--- src/rtl/rtc_upd_pkg.sv ---
package rtc_upd_pkg;
  typedef enum logic {
    WIN_IDLE = 1'b0,
    WIN_BUSY = 1'b1
  } win_st_e;
endpackage

--- src/rtl/rtc_rst_sync.sv ---
module rtc_rst_sync #(
  parameter int STAGES = 2
) (
  input  logic clk,
  input  logic rst_n,
  output logic rst_sync_n
);
  logic [STAGES-1:0] sync_q;

  always_ff @(posedge clk or negedge rst_n) begin
    if (!rst_n) sync_q <= '0;
    else        sync_q <= {sync_q[STAGES-2:0], 1'b1};
  end

  assign rst_sync_n = sync_q[STAGES-1];
endmodule

--- src/rtl/rtc_upd_window.sv ---
module rtc_upd_window
  import rtc_upd_pkg::*;
#(
  parameter int LEAD_TICKS = 1,
  parameter int WIN_TICKS  = 8,
  localparam int CW = $clog2(WIN_TICKS + 1)
) (
  input  logic clk,
  input  logic rst_n,
  input  logic sec_tick,
  input  logic div_tick,
  input  logic xfer_inhibit,
  output logic busy,
  output logic incr,
  output logic done,
  output logic commit
);
  localparam logic [CW-1:0] LEAD_LAST = CW'(LEAD_TICKS - 1);
  localparam logic [CW-1:0] WIN_LAST  = CW'(WIN_TICKS - 1);

  win_st_e      st_q, st_d;
  logic [CW-1:0] cnt_q, cnt_d;
  logic          cnt_en;

  assign busy   = (st_q == WIN_BUSY);
  assign incr   = busy && div_tick && (cnt_q == LEAD_LAST);
  assign done   = busy && div_tick && (cnt_q == WIN_LAST);
  assign commit = done && !xfer_inhibit;

  always_comb begin
    st_d   = st_q;
    cnt_d  = cnt_q;
    cnt_en = 1'b0;
    unique case (st_q)
      WIN_IDLE: begin
        if (sec_tick) begin
          st_d   = WIN_BUSY;
          cnt_d  = '0;
          cnt_en = 1'b1;
        end
      end
      WIN_BUSY: begin
        if (div_tick) begin
          cnt_en = 1'b1;
          if (cnt_q == WIN_LAST) begin
            st_d  = WIN_IDLE;
            cnt_d = '0;
          end else begin
            cnt_d = cnt_q + 1'b1;
          end
        end
      end
      default: st_d = WIN_IDLE;
    endcase
  end

  always_ff @(posedge clk or negedge rst_n) begin
    if (!rst_n) st_q <= WIN_IDLE;
    else        st_q <= st_d;
  end

  always_ff @(posedge clk or negedge rst_n) begin
    if (!rst_n)      cnt_q <= '0;
    else if (cnt_en) cnt_q <= cnt_d;
  end

  assert_uip_from_tick_R1: assert property (@(posedge clk) disable iff (!rst_n)
    $rose(busy) |-> $past(sec_tick));
  assert_incr_in_window_R2: assert property (@(posedge clk) disable iff (!rst_n)
    incr |-> busy);
  assert_close_on_done_R3: assert property (@(posedge clk) disable iff (!rst_n)
    $fell(busy) |-> $past(done));
  assert_no_commit_inhibit_R4: assert property (@(posedge clk) disable iff (!rst_n)
    xfer_inhibit |-> !commit);
endmodule

--- src/rtl/rtc_per_gen.sv ---
module rtc_per_gen #(
  parameter int PCNT_W = 15,
  parameter int RATE_W = 4
) (
  input  logic              clk,
  input  logic              rst_n,
  input  logic              div_tick,
  input  logic [RATE_W-1:0] rate,
  output logic              per_evt
);
  logic [PCNT_W-1:0] pcnt_q, pcnt_d, mask;

  assign mask    = ({{(PCNT_W-1){1'b0}}, 1'b1} << rate) - 1'b1;
  assign per_evt = div_tick && (rate != '0) && ((pcnt_q & mask) == mask);
  assign pcnt_d  = pcnt_q + 1'b1;

  always_ff @(posedge clk or negedge rst_n) begin
    if (!rst_n)        pcnt_q <= '0;
    else if (div_tick) pcnt_q <= pcnt_d;
  end

  assert_evt_needs_tick_R6: assert property (@(posedge clk) disable iff (!rst_n)
    per_evt |-> (div_tick && rate != '0));
endmodule

--- src/rtl/rtc_upd_irq_seq.sv ---
module rtc_upd_irq_seq #(
  parameter int LEAD_TICKS = 1,
  parameter int WIN_TICKS  = 8,
  parameter int PCNT_W     = 15,
  parameter int RATE_W     = 4
) (
  input  logic              clk,
  input  logic              rst_n,
  input  logic              sec_tick,
  input  logic              div_tick,
  input  logic              upd_ie,
  input  logic              xfer_inhibit,
  input  logic              per_ie,
  input  logic [RATE_W-1:0] per_rate,
  input  logic              flags_rd,
  output logic              uip,
  output logic              time_incr,
  output logic              time_commit,
  output logic              upd_flag,
  output logic              per_flag,
  output logic              irq
);
  logic rst_i_n, win_done, per_evt;
  logic uf_q, uf_d, pf_q, pf_d;

  rtc_rst_sync #(.STAGES(2)) u_rst (
    .clk(clk), .rst_n(rst_n), .rst_sync_n(rst_i_n)
  );

  rtc_upd_window #(.LEAD_TICKS(LEAD_TICKS), .WIN_TICKS(WIN_TICKS)) u_win (
    .clk(clk), .rst_n(rst_i_n), .sec_tick(sec_tick), .div_tick(div_tick),
    .xfer_inhibit(xfer_inhibit), .busy(uip), .incr(time_incr),
    .done(win_done), .commit(time_commit)
  );

  rtc_per_gen #(.PCNT_W(PCNT_W), .RATE_W(RATE_W)) u_per (
    .clk(clk), .rst_n(rst_i_n), .div_tick(div_tick), .rate(per_rate),
    .per_evt(per_evt)
  );

  always_comb begin
    uf_d = uf_q;
    pf_d = pf_q;
    if (flags_rd) begin
      uf_d = 1'b0;
      pf_d = 1'b0;
    end
    if (win_done) uf_d = 1'b1;
    if (per_evt)  pf_d = 1'b1;
  end

  always_ff @(posedge clk or negedge rst_i_n) begin
    if (!rst_i_n) begin
      uf_q <= 1'b0;
      pf_q <= 1'b0;
    end else begin
      uf_q <= uf_d;
      pf_q <= pf_d;
    end
  end

  assign upd_flag = uf_q;
  assign per_flag = pf_q;
  assign irq = (uf_q && upd_ie && !xfer_inhibit) || (pf_q && per_ie);

  assert_flag_with_close_R3: assert property (@(posedge clk) disable iff (!rst_i_n)
    $fell(uip) |-> upd_flag);
  assert_read_clears_R5: assert property (@(posedge clk) disable iff (!rst_i_n)
    (flags_rd && !win_done) |=> !upd_flag);
  assert_irq_gated_R7: assert property (@(posedge clk) disable iff (!rst_i_n)
    (irq && !per_ie) |-> (upd_ie && !xfer_inhibit));
endmodule

--- config.mk ---
export PLATFORM = sky130hd
export DESIGN_NAME = rtc_upd_irq_seq
export DESIGN_NICKNAME = d
export VERILOG_FILES = /design/src/rtl/rtc_upd_pkg.sv /design/src/rtl/rtc_rst_sync.sv /design/src/rtl/rtc_upd_window.sv /design/src/rtl/rtc_per_gen.sv /design/src/rtl/rtc_upd_irq_seq.sv
export SDC_FILE = /design/constraint.sdc
export NUM_CORES = 1
export LEC_CHECK = 0
export ABC_AREA = 1
export BUFFER_PORTS_ARGS = -buffer_cell sky130_fd_sc_hd__clkbuf_2
export CAP_MARGIN = 5
export CORE_UTILIZATION = 40
export CTS_CLUSTER_DIAMETER = 40
export CTS_CLUSTER_SIZE = 40
export DETAILED_ROUTE_END_ITERATION = 8
export MAX_ROUTING_LAYER = met4
export SYNTH_ARGS = -nofsm -noshare
export SYNTH_HDL_FRONTEND = slang
export SYNTH_SLANG_ARGS = --single-unit
--- constraint.sdc ---
create_clock -name clk -period 1.7 [get_ports clk]
set_clock_uncertainty 0.05 [all_clocks]
set_input_delay 0.34 -clock clk [delete_from_list [all_inputs] [get_ports clk]]
set_output_delay 0.34 -clock clk [all_outputs]
set_load 0.02 [all_outputs]
======== Yosys cells after proc, flatten, opt, wreduce, memory -nomap -nowiden ========
Cells that the tools add are included.
operators by class
  add/sub/neg operators ................... 3
  eq/ne operators ......................... 4
  shifts and indexed selects .............. 1
  multiplexer cells ....................... 13
  bitwise operators ....................... 2
  reductions and logical operators ........ 16
operator list
  operator                                                                number
  15-bit by 1-bit adder with 15-bit output (second input constant)        1
  15-bit bitwise AND                                                      1
  15-bit equality test                                                    1
  1-bit by 4-bit left shift with 15-bit output (first input constant)     1
  15-bit by 1-bit subtractor with 15-bit output (second input constant)   1
  4-bit two-way mux                                                       3
  1-bit logical AND                                                       9
  4-bit one-hot mux with 2 select lines                                   1
  1-bit two-way mux                                                       7
  4-bit by 1-bit adder with 4-bit output (second input constant)          1
  4-bit by 3-bit equality test with 1-bit output (second input constant)  1
  4-bit zero test                                                         1
  2-bit != test (second input constant)                                   2
  1-bit one-hot mux with 2 select lines                                   2
  2-bit nonzero test                                                      2
  4-bit nonzero test                                                      1
  3-bit AND reduction                                                     1
  1-bit zero test                                                         1
  1-bit logical OR                                                        1
  1-bit NOT                                                               1
storage, ports and cells
  register bits after elaboration ......... 24
  input bits .............................. 12
  output and inout bits ................... 6
  logic and storage cells ................. 45

======== Logic depth before layout (Yosys ltp) ========
  word-level depth ........................ 6
  depth in mapped cells ................... 12
  gate-level depth less buffers ........... 11

======== Modules after synthesis ========
A second synthesis with hierarchy kept.
second synthesis, totals
  cells, all modules ...................... 211
  area, all modules ....................... 1,567.8 sq um
by module, submodules not included
  module           times used  cells an instance  area each (sq um)  sequential area each (sq um)
  rtc_per_gen      1           155                1,117.3            375.4
  rtc_upd_window   1           43                 307.8              125.1
  rtc_upd_irq_seq  1           10                 88.8               50.0
  rtc_rst_sync     1           3                  53.8               50.0

======== Worst setup path before layout ========
No wires, ideal clock.
  path kind ............................... input port to flip-flop
  from .................................... input port per_rate[1]
  to ...................................... register pf_q, in the netlist per_flag
  library setup time ...................... 0.065 ns
  arrival time ............................ 1.491 ns
  required time ........................... 1.585 ns
  setup slack ............................. 0.094 ns
  cell stages on the path ................. 12
  buffers on the path ..................... 1
  path through ............................ buf_2 > nor2_2 > nand2_2 > ha_1 > inv_1 > nand2_1 > nand3_1 > a21oi_2 > nand3_1 > nor2_1 > nand3_1 > nand2_1
on the way
  cells in the longest elaborated chain, start to end .. 6
  elaborated cells between the ends (all ways) .. 9
  classes of those cells .................. 1 x add/sub; 1 x eq/ne; 1 x shift; 1 x mux; 1 x bitwise; 4 x reduce/logical
ends and longest elaborated chain
  element                                                  line                   RTL
  start, declared                                          rtc_upd_irq_seq.sv:14  input logic [RATE_W-1:0] per_rate,
  1-bit by 4-bit left shift with 15-bit output             rtc_per_gen.sv:13      assign mask = ({{(PCNT_W-1){1'b0}}, 1'b1} << rate) - 1'b1;
  15-bit by 1-bit subtractor with 15-bit output            rtc_per_gen.sv:13
  15-bit bitwise AND                                       rtc_per_gen.sv:14      assign per_evt = div_tick && (rate != '0) && ((pcnt_q & mask) == mask);
  15-bit equality test                                     rtc_per_gen.sv:14
  1-bit logical AND *                                      rtc_per_gen.sv:14
  1-bit two-way mux or 2-bit nonzero test (tied branches)  --
  end signal, assigned                                     rtc_upd_irq_seq.sv:58  pf_q <= pf_d;
  end, declared                                            rtc_upd_irq_seq.sv:24  logic uf_q, uf_d, pf_q, pf_d;
Every way passes the cells marked *; elsewhere a longest branch is shown, timed or not.
A chain may end at the register's enable or synchronous reset.

======== Worst setup path after layout ========
  from .................................... register u_win.cnt_q[1]
  to ...................................... output port time_commit
on the way
  cells in the longest elaborated chain, start to end .. 3
ends and longest elaborated chain
  element                                         line                   RTL
  start, declared                                 rtc_upd_window.sv:22   logic [CW-1:0] cnt_q, cnt_d;
  start signal, assigned                          rtc_upd_window.sv:64   else if (cnt_en) cnt_q <= cnt_d;
  4-bit by 3-bit equality test with 1-bit output  rtc_upd_window.sv:27   assign done = busy && div_tick && (cnt_q == WIN_LAST);
  1-bit logical AND                               rtc_upd_window.sv:27
  1-bit logical AND                               rtc_upd_window.sv:28   assign commit = done && !xfer_inhibit;
  end, declared                                   rtc_upd_irq_seq.sv:18  output logic time_commit,
Every way passes these cells.

==> out/metrics.yaml <==
finish:
  nets: 241
  n_antenna_cell: 0
  drive_gt1_frac: 0.2634
  n_fill_cell: 391
  area_delta_synth_final_pct: 19.55
critical_path:
  critPathRequiredTime_ns: 1.31
  arrival_ns: 1.48
  path_class: "register to primary output"
  end_kind: "primary output"
  start_kind: "register"
  cp_max_fo: 2
timing:
  setup_tns_ns: -0.3183
  slew_viol_final: 0
  period_minus_slack_ns: 1.869
  timing.final.ws_setup_ns: -0.1687
  finalSetupViolCount: 2
  finalHoldViolCount: 0
  min_period_over_period: 1.099
  max_freq_ghz: 0.5351
  rsz0062_at_grt: "true"
yosys:
  synth_top_area_frac: 0.4010
  syn_inst: 193
  synthFlopType: "dfrtp_1"
  async_flop_share: 1.000
  ys_warn_count: 0
  synth_fp_nets: 209
  synth-seq-cells: 24
  synthTopCellsByArea: "dfrtp_1, nand2_1, xor2_1"
  synth_commonest_cells: "nand2_1, inv_1, dfrtp_1"
  synth_seq_area_share: 0.4010
  synth.most_common_cell: "nand2_1"
  synth_top_cell_by_area: "dfrtp_1"
  yosysUniqueCellTypes: 29
  synth.cell_area_um2: 1498
  synth_edf_count: 0
  syn_area_per_cell_um2: 7.760
grt:
  grt_max_degree: 23
  gr-usage-all-layers: 0.1796
  antenna_found_initial: 0
  grt_pass1_wl_um: 5492
  grt_pass1_vias: 1234
  gr-total-overflow: 0
detailed_routing:
  vias: 1234
  ant_nets: 0
  dr.first_iter.drc_count: 39
  routed_via_density: 4.570
  routed_wl_um: 2994
  drt_pass1_iterations: 4
  drc: 0
  wire_per_inst_um: 11.09
clock_network:
  htree_levels: 1
  path_clk_slew_ns: 0.08
  numCtsBuffers: 3
  clk_latency_ns: 0.27
  cts_root_buffer: "clkbuf_8"
  cts_tree: "done"
  cts.sinks: 24
  cts_buffer_depth: 2
run_status:
  violations: "negative setup slack"
  outcome: "finished with violations"
run:
  drv_cap: 0
placed_design:
  port_buffers: 17
  post-dp-hpwl_um: 2318
  pre_cts_ws_ns: 0.04908
  gp_congestion: 0.8329
die:
  placement_rows: 21
  core_area_um2: 3468
  die_height_um: 63.19
  die-area_um2: 3993
  start_util: 0.4318
  die_w_um: 63.19
  boundaryPins: 18
hold_path:
  hold_path_class: "register to asynchronous set/reset pin"
power:
  cellPowerDensity_nw_per_um2: 1082
  vdd_drop_max_mv: 0.7137
  power.leakage_nw: 0.9266
-- cell families (layout without fill, tap and decap cells) --
family                     Yosys count  after routing  synth area share
buffers and inverters               33             64           0.08605
xor gates and xnor gates            13             13           0.07602
AOI/OAI and AO/OA                   15             15           0.05681
other                                1              1          0.002504
and+or+nand+nor                    103            103            0.3442
DFF                                 24             24            0.4010
adders and majority gates            4              4           0.03342
-- power breakdown --
group | internal [mW] | switching, mW | total (mW)
Combinational | 0.293 | 0.373 | 0.666
Sequential | 0.714 | 0.166 | 0.880
Clock | 0.207 | 0.184 | 0.391
Total | 1.21 | 0.724 | 1.94
-- layout make-up --
type | count | area (um^2) | share of cell area
timing repair buffer | 29 | 180.2 | 0.1006
clock buffer | 4 | 55.05 | 0.03075
multi-input combinational | 136 | 780.7 | 0.4361
tap | 46 | 57.56 | 0.03215
sequential | 24 | 600.6 | 0.3354
inverter | 31 | 116.4 | 0.06499
-- metal layers --
layer | vias to the layer above | wire length [um] | GRT usage
met2 | 25 | 1305 | 0.2769
met3 | 7 | 99 | 0.01993
li1 | 661 | - | -
met1 | 541 | 1523 | 0.2386
met5 | - | 0 | -
met4 | 0 | 66 | 0.07670
-- flip-flops by register name (all words and copies together), names as in the netlist --
signal        flops
u_per.pcnt_q     15
u_win.cnt_q       4
u_rst.sync_q      2
per_flag          1
u_win.busy        1
upd_flag          1
-- worst max-delay path, stage by stage, from the launching register on --
cell and delay [ns]:
dfrtp_1 0.39, ha_2 0.21, nand2_2 0.06, nor2_2 0.10, inv_1 0.06, nor2_2 0.10, inv_1 0.06, nor2_1 0.09
buf_4 0.14
-- placed cells by master (no fill, tap or decap) --
cell type       n
nand2_1        46
inv_1          27
dfrtp_1        24
nand3_1        17
nor2_1         16
clkbuf_2       15
xor2_1         12
buf_4          12
nor2_2          6
o21ai_0         5
nand2_2         4
inv_2           4
clkbuf_8        4
nor2_4          3
nand3_2         3
o21ai_1         3
a21oi_1         3
nor3_1          2
nand4_1         2
ha_2            2
ha_1            2
nand3_4         1
xnor2_1         1
a21oi_2         1
o21bai_1        1
o22ai_1         1
a21o_1          1
nor3_4          1
nor3_2          1
nor4_2          1
dlygate4sd3_1   1
buf_2           1
conb_1          1
-- repair_timing --
item                                    4_1_cts  5_1_grt
setup buffers                                 2        1
hold buffers                                  1        0
gates resized for setup                       5        3
endpoints found under the setup margin        2        3
endpoints found under the hold margin         2        0
pin swaps                                     1        1
-- worst paths after layout --
check                                   end  slack, ns            start  cells past startpoint
setup / recovery                time_commit      -0.17   u_win.cnt_q[1]                      8
hold / removal              u_per.pcnt_q[8]       0.16  u_rst.sync_q[1]                      1
setup reg to reg           u_per.pcnt_q[14]       0.15  u_per.pcnt_q[0]                      8
hold reg to reg             u_per.pcnt_q[8]       0.16  u_rst.sync_q[1]                      1
max in group asynchronous   u_rst.sync_q[1]       1.17            rst_n                      2
min in group clk                   upd_flag       0.26         flags_rd                      4
-- stage by stage --
step                hold WS (ns)  area [um^2]    util  power (mW)  cells
detailed placement       0.07689         1688  0.4867       1.478    262
global placement         0.07679         1688  0.4867       1.472    262
global route              0.2278         1790  0.5162       2.104    270
CTS                       0.1786         1780  0.5133       1.928    269
floorplan              -0.005591         1498       -       1.306    193
finish                    0.1604         1790  0.5162       1.938    270
No activity file was read; power rests on OpenSTA's default activity.
